File: src/rtl/mtx_pkg.sv
// Shared types for the Manchester transmit path.
// Assumes: a single clock domain for every user of this package.
package mtx_pkg;

    // Sequencer phases, from idle through preamble and sync into data.
    typedef enum logic [2:0] {
        ST_IDLE = 3'd0,
        ST_WAIT = 3'd1,
        ST_PRE  = 3'd2,
        ST_SYNC = 3'd3,
        ST_DATA = 3'd4
    } seq_state_t;

endpackage

File: src/rtl/mtx_timebase.sv
// Free-running bit timer. It derives the bit and half-bit timing from the
// system clock, with the divisor chosen by rate_sel.
// Assumes: both divisors are even, and rate_sel changes only while the
// encoder is idle.
module mtx_timebase #(
    parameter int DIV_FAST = 16,
    parameter int DIV_SLOW = 32
) (
    input  logic clk,
    input  logic rst_n,
    input  logic rate_sel,
    output logic first_half,
    output logic bit_end,
    output logic mid_edge
);
    localparam int TW = $clog2(DIV_SLOW);
    localparam logic [TW-1:0] FAST_LAST = TW'(DIV_FAST - 1);
    localparam logic [TW-1:0] SLOW_LAST = TW'(DIV_SLOW - 1);
    localparam logic [TW-1:0] FAST_HALF = TW'(DIV_FAST / 2);
    localparam logic [TW-1:0] SLOW_HALF = TW'(DIV_SLOW / 2);

    logic [TW-1:0] tick;
    logic [TW-1:0] last_tick;
    logic [TW-1:0] half_pt;

    // Pick the bit length and the half-bit point for the selected rate.
    always_comb begin
        last_tick = rate_sel ? SLOW_LAST : FAST_LAST;
        half_pt   = rate_sel ? SLOW_HALF : FAST_HALF;
    end

    assign bit_end    = (tick >= last_tick);
    assign first_half = (tick < half_pt);
    assign mid_edge   = (tick == half_pt - TW'(1));

    // Count system clocks inside one bit period and wrap at its end.
    always_ff @(posedge clk) begin
        if (!rst_n) begin
            tick <= '0;
        end else if (bit_end) begin
            tick <= '0;
        end else begin
            tick <= tick + TW'(1);
        end
    end

    AST_BOUNDARY_STARTS_HIGH: assert property (@(posedge clk) disable iff (!rst_n)
        bit_end |=> first_half);

endmodule

File: src/rtl/mtx_sequencer.sv
// Block sequencer. It arms on a low hold, aligns to a bit boundary, then
// walks through the preamble bits, the three sync bits and open-ended data.
// Assumes: bit_end is a one-cycle pulse on the last clock of each bit.
module mtx_sequencer
    import mtx_pkg::*;
#(
    parameter int PRE_BITS = 8
) (
    input  logic       clk,
    input  logic       rst_n,
    input  logic       hold_tx,
    input  logic       bit_end,
    output seq_state_t state,
    output logic [((PRE_BITS > 4) ? $clog2(PRE_BITS) : 2)-1:0] idx
);
    localparam int IW = (PRE_BITS > 4) ? $clog2(PRE_BITS) : 2;
    localparam logic [IW-1:0] PRE_LAST  = IW'(PRE_BITS - 1);
    localparam logic [IW-1:0] SYNC_LAST = IW'(2);

    // Advance through the phases at bit boundaries; a high hold aborts.
    always_ff @(posedge clk) begin
        if (!rst_n || hold_tx) begin
            state <= ST_IDLE;
            idx   <= '0;
        end else begin
            unique case (state)
                ST_IDLE: begin
                    state <= ST_WAIT;
                    idx   <= '0;
                end
                ST_WAIT: if (bit_end) begin
                    state <= ST_PRE;
                    idx   <= '0;
                end
                ST_PRE: if (bit_end) begin
                    if (idx == PRE_LAST) begin
                        state <= ST_SYNC;
                        idx   <= '0;
                    end else begin
                        idx <= idx + IW'(1);
                    end
                end
                ST_SYNC: if (bit_end) begin
                    if (idx == SYNC_LAST) begin
                        state <= ST_DATA;
                        idx   <= '0;
                    end else begin
                        idx <= idx + IW'(1);
                    end
                end
                default: begin
                    state <= state;
                    idx   <= idx;
                end
            endcase
        end
    end

    AST_PRE_BOUND: assert property (@(posedge clk) disable iff (!rst_n)
        (state == ST_PRE) |-> (idx <= PRE_LAST));
    AST_SYNC_ENTRY: assert property (@(posedge clk) disable iff (!rst_n)
        (state == ST_SYNC && $past(state) == ST_PRE) |-> (idx == '0 && $past(bit_end)));

endmodule

File: src/rtl/mancode_tx.sv
// Manchester transmitter top. It combines the bit timer and the sequencer,
// holds the sampled NRZ bit for one bit period, and shapes the two line
// outputs and the 1X bit strobe.
// Assumes: rate_sel is changed only while hold_tx is high.
module mancode_tx
    import mtx_pkg::*;
#(
    parameter int DIV_FAST = 16,
    parameter int DIV_SLOW = 32,
    parameter int PRE_BITS = 8
) (
    input  logic clk,
    input  logic rst_n,
    input  logic hold_tx,
    input  logic rate_sel,
    input  logic nrz_in,
    output logic bit_clk,
    output logic line_pos,
    output logic line_neg
);
    localparam int IW = (PRE_BITS > 4) ? $clog2(PRE_BITS) : 2;

    logic          first_half;
    logic          bit_end;
    logic          mid_edge;
    seq_state_t    state;
    logic [IW-1:0] idx;
    logic          cap_en;
    logic          cap_q;
    logic          tx_q;
    logic          pos;
    logic          sending;

    mtx_timebase #(
        .DIV_FAST (DIV_FAST),
        .DIV_SLOW (DIV_SLOW)
    ) i_timebase (
        .clk        (clk),
        .rst_n      (rst_n),
        .rate_sel   (rate_sel),
        .first_half (first_half),
        .bit_end    (bit_end),
        .mid_edge   (mid_edge)
    );

    mtx_sequencer #(
        .PRE_BITS (PRE_BITS)
    ) i_sequencer (
        .clk     (clk),
        .rst_n   (rst_n),
        .hold_tx (hold_tx),
        .bit_end (bit_end),
        .state   (state),
        .idx     (idx)
    );

    // Sample only from the last sync bit onward, at the strobe's falling edge.
    assign cap_en = mid_edge &&
                    ((state == ST_SYNC && idx == IW'(2)) || state == ST_DATA);

    // Capture the NRZ bit at mid-bit; move it to the line at the bit boundary.
    always_ff @(posedge clk) begin
        if (!rst_n) begin
            cap_q <= 1'b0;
            tx_q  <= 1'b0;
        end else begin
            if (cap_en) begin
                cap_q <= nrz_in;
            end
            if (bit_end) begin
                tx_q <= cap_q;
            end
        end
    end

    // Shape the true-polarity line level for the current phase and half-bit.
    always_comb begin
        pos     = 1'b1;
        sending = 1'b0;
        case (state)
            ST_PRE: begin
                sending = 1'b1;
                pos     = ~first_half;
            end
            ST_SYNC: begin
                sending = 1'b1;
                if (idx == IW'(0)) begin
                    pos = 1'b1;
                end else if (idx == IW'(1)) begin
                    pos = first_half;
                end else begin
                    pos = 1'b0;
                end
            end
            ST_DATA: begin
                sending = 1'b1;
                pos     = first_half ? tx_q : ~tx_q;
            end
            default: begin
                pos     = 1'b1;
                sending = 1'b0;
            end
        endcase
    end

    assign line_pos = pos;
    assign line_neg = sending ? ~pos : 1'b1;
    assign bit_clk  = (state != ST_IDLE) && first_half;

    AST_HOLD_IDLE: assert property (@(posedge clk) disable iff (!rst_n)
        hold_tx |=> (line_pos && line_neg && !bit_clk));
    AST_CAPTURE_AT_FALL: assert property (@(posedge clk) disable iff (!rst_n)
        cap_en |=> $fell(bit_clk));
    AST_DATA_MID_FLIP: assert property (@(posedge clk) disable iff (!rst_n)
        (state == ST_DATA && mid_edge && !hold_tx) |=> (line_pos != $past(line_pos)));

endmodule

File: config.mk
export PLATFORM = sky130hd
export DESIGN_NAME = mancode_tx
export DESIGN_NICKNAME = d
export VERILOG_FILES = /design/src/rtl/mtx_pkg.sv /design/src/rtl/mtx_timebase.sv /design/src/rtl/mtx_sequencer.sv /design/src/rtl/mancode_tx.sv
export SDC_FILE = /design/constraint.sdc
export NUM_CORES = 1
export LEC_CHECK = 0
export BUFFER_PORTS_ARGS = -buffer_cell sky130_fd_sc_hd__buf_2
export CAP_MARGIN = 20
export CORE_MARGIN = 2
export CORE_UTILIZATION = 50
export DETAILED_ROUTE_END_ITERATION = 16
export PLACE_DENSITY = 0.72
export SYNTH_ARGS = -nofsm -noshare
export SYNTH_HDL_FRONTEND = slang
export SYNTH_SLANG_ARGS = --single-unit
File: constraint.sdc
create_clock -name clk -period 1.5 [get_ports clk]
set_input_delay 0.075 -clock clk [delete_from_list [all_inputs] [get_ports clk]]
set_output_delay 0.075 -clock clk [all_outputs]
set_load 0.02 [all_outputs]
==> impl_metrics.yaml <==
setup_path:
  endpoint_kind: "output port"
  max_stage_delay_ps: 340
  path_cells: "ha_4 > nand2b_4 > and2_4 > xnor2_4 > o22a_1 > buf_6"
  critical_path_class: "flop to output port"
  critPathRequiredTime_ps: 1420
  critPathArrivalTime_ps: 1670
  setup.worst_path.start_class: "flop"
  cp_slowest_cell: "dfxtp_2"
  critPathMaxFanout: 3
  r2r.worst_path.cells: 6
cells_and_area:
  layout.nets: 134
  fin_cells: 136
  layout-drive-gt1-share_pct: 46.67
  fill_cells: 106
  fin_util_pct: 78.24
  area_growth_pct: 46.27
  regArea_um2: 265.3
  n_antenna_cell: 0
  multi_input_area_um2: 621.8
place:
  dp_hpwl_um: 1295
  place.port_buffers: 7
  gp_congestion: 0.8017
  placed_cells: 125
  dp_slack_ps: -107.9
clocking:
  clockBufferDepth: 2
  clk_pin_slew_ps: 90
  cts_num_sinks: 13
  cts_made_buffers: 3
  h-tree-depth: 1
  cts_tree: "yes"
  clkLatencyLatePin_ps: 280
  root_buffer: "clkbuf_4"
  ctsHoldBuffers: 0
timing:
  tightestPinTransition_ps: 406.8
  rsz0062_at_grt: "yes"
  hold_viol: 0
  min_period_over_period_pct: 116.4
  fin_skew_ps: 10.23
  slew_viol_final: 0
  fin_crit_ps: 1746
  setup_viol: 8
  worst_slack_ps: -246.2
  setup_tns_ps: -1075
  relSlewSlack_pct: 72.67
  fmax_ghz: 0.5727
yosys:
  ys_ff_latch: 13
  avgSynthCellArea_um2: 8.953
  synth_edf_count: 0
  synth-simple-area-share_pct: 24.22
  synth_top_family_by_area: "simple AND/OR/NAND/NOR gates"
  synth_xor_area_share_pct: 4.348
  synth-seq-area-share_pct: 32.30
  synth_mux_area_share_pct: 3.727
  synth_top_cell_area_share_pct: 32.30
  synth-async-reset-ratio_pct: 0
  synthTopCellsByArea: "dfxtp_1 (32%), ha_1 (12%), inv_1 (4.2%)"
  synth_area_leader_cell: "dfxtp_1"
  synth_compound_area_share_pct: 18.17
  syn_nets: 103
  ys_types: 35
  yosys.area_share.adder_pct: 12.42
  ys.flop_type: "dfxtp_1"
  syn_inst: 90
  synth_area_um2: 805.8
  synth.yosys.warnings: 0
worst_hold_path:
  whs_path_depth: 3
  worstHoldPathType: "input pin to flop"
drt:
  vias: 755
  wl_per_cell_um: 15.26
  dr.pass1.iters: 4
  viasPerCell: 5.551
  drt-initial-drc-count: 14
  drt_wl_total_um: 2076
  remaining_drc_errors: 0
  antenna_left: 0
global_route:
  grt_usage_pct: 21.80
  overflow: 0
  grt_max_degree: 9
  antenna_found_initial: 0
  grt_pass1_wl_um: 3167
  grt_pass1_vias: 729
floorplanning:
  die_area_um2: 1949
  std_cell_rows: 14
  initial_core_util_pct: 53.49
  core_um2: 1506
  dieHeight_um: 44.15
  die_w_um: 44.15
  ioPinCount: 8
power:
  leakagePower_uw: 0.0004864
  p_per_area_nw_per_um2: 640.0
  peakVddDrop_uv: 640.0
outcome:
  outcome: "complete, but fails checks"
  failed_checks: "negative setup slack"
flow_run:
  maxCapViolations: 0
-- synthesized netlist by cell type (3+ instances only) --
cell type	number
nand2_1	3
mux2i_1	3
nand2b_1	4
ha_1	8
inv_1	9
xnor2_1	3
nor3_1	4
nor2_1	7
nor2b_1	3
dfxtp_1	13
a21oi_1	5
-- final timing paths --
check	slack [ps]	startpoint	end
max	-250	i_timebase.tick[4]$_SDFF_PP0_	line_pos
min	50	nrz_in	cap_q$_SDFFE_PN0P_
max reg2reg	-150	i_timebase.tick[4]$_SDFF_PP0_	i_sequencer.idx[0]$_SDFFE_PP0P_
min reg2reg	460	cap_q$_SDFFE_PN0P_	cap_q$_SDFFE_PN0P_
-- metal layers --
metal / up-vias / global-route usage [%] / wire [um]
li1: 385 / - / -
met2: 16 / 34.71 / 968
met4: 0 / 5.455 / 37
met5: - / 0 / 0
met1: 350 / 30.71 / 1013
met3: 4 / 3.673 / 57
-- power by group --
group | leakage, uW | switching [uW] | internal, uW
logic | 0.000364 | 77.5 | 86.9
registers | 0.000108 | 11.5 | 356
clock network | 0.0000150 | 120 | 103
total | 0.000486 | 209 | 546
-- cell usage in the layout, fill, tap and decap left out, types with 2 or more instances in the layout --
cell type  Yosys  layout
a21oi_1        5       4
buf_6          0       5
dfxtp_2        0       4
ha_1           8       3
dfxtp_1       13       9
nand2b_1       4       3
ha_2           0       4
clkbuf_4       0       3
mux2i_1        3       3
inv_1          9       7
nor4_1         2       2
nor2_1         7       7
xnor2_1        3       2
nor2b_1        3       3
inv_2          0       2
buf_4          0      18
nand3b_1       2       2
nor3_1         4       4
nand2_1        3       3
buf_2          1       4
nand3_1        2       2
-- what timing repair did --
item | in CTS | in global routing
setup endpoints to repair | 8 | 12
buffers inserted | 4 | 4
endpoints found under the hold margin | 0 | 0
gates resized for setup | 14 | 17
pin swaps | 5 | 9
-- worst max-delay path: cells and delay by family, from the launching register on --
family | cells | cell delay (ps)
buffers and inverters | 1 | 140
DFF | 1 | 340
xor gates and xnor gates | 1 | 140
and+or+nand+nor | 2 | 240
adders and majority gates | 1 | 280
AOI/OAI and AO/OA | 1 | 240
-- state kept, by name (all words and copies together), names as in the netlist --
signal             flops
i_timebase.tick        5
i_sequencer.idx        3
i_sequencer.state      3
cap_q                  1
tx_q                   1
-- per-stage QoR --
| stage | area (um2) | hold WS, ps | total power, uW |
|---|---|---|---|
| 6_report | 1179 | 54.99 | 754.4 |
| 5_1_grt | 1179 | 74.76 | 788.4 |
| 4_1_cts | 1091 | 53.87 | 728.8 |
| 3_5_place_dp | 978.4 | 349.4 | 492.1 |
| 3_3_place_gp | 978.4 | 345.7 | 490.1 |
| 2_1_floorplan | 830.8 | 206.5 | 445.5 |
-- area by class of cell --
| class | instances | share of cell area [%] |
|---|---|---|
| Multi-Input combinational cell | 67 | 52.76 |
| Sequential cell | 13 | 22.51 |
| Timing Repair Buffer | 27 | 17.94 |
| Inverter | 9 | 2.866 |
| Clock buffer | 4 | 2.229 |
| Tap cell | 16 | 1.699 |
-- cell families after synthesis --
kind of cell,count (synthesis)
adders and majority gates,8
AOI/OAI and AO/OA,18
muxes,3
xor gates and xnor gates,4
DFF,13
and+or+nand+nor,34
buffers and inverters,10
Note: power is estimated with default switching activity, not from simulation.
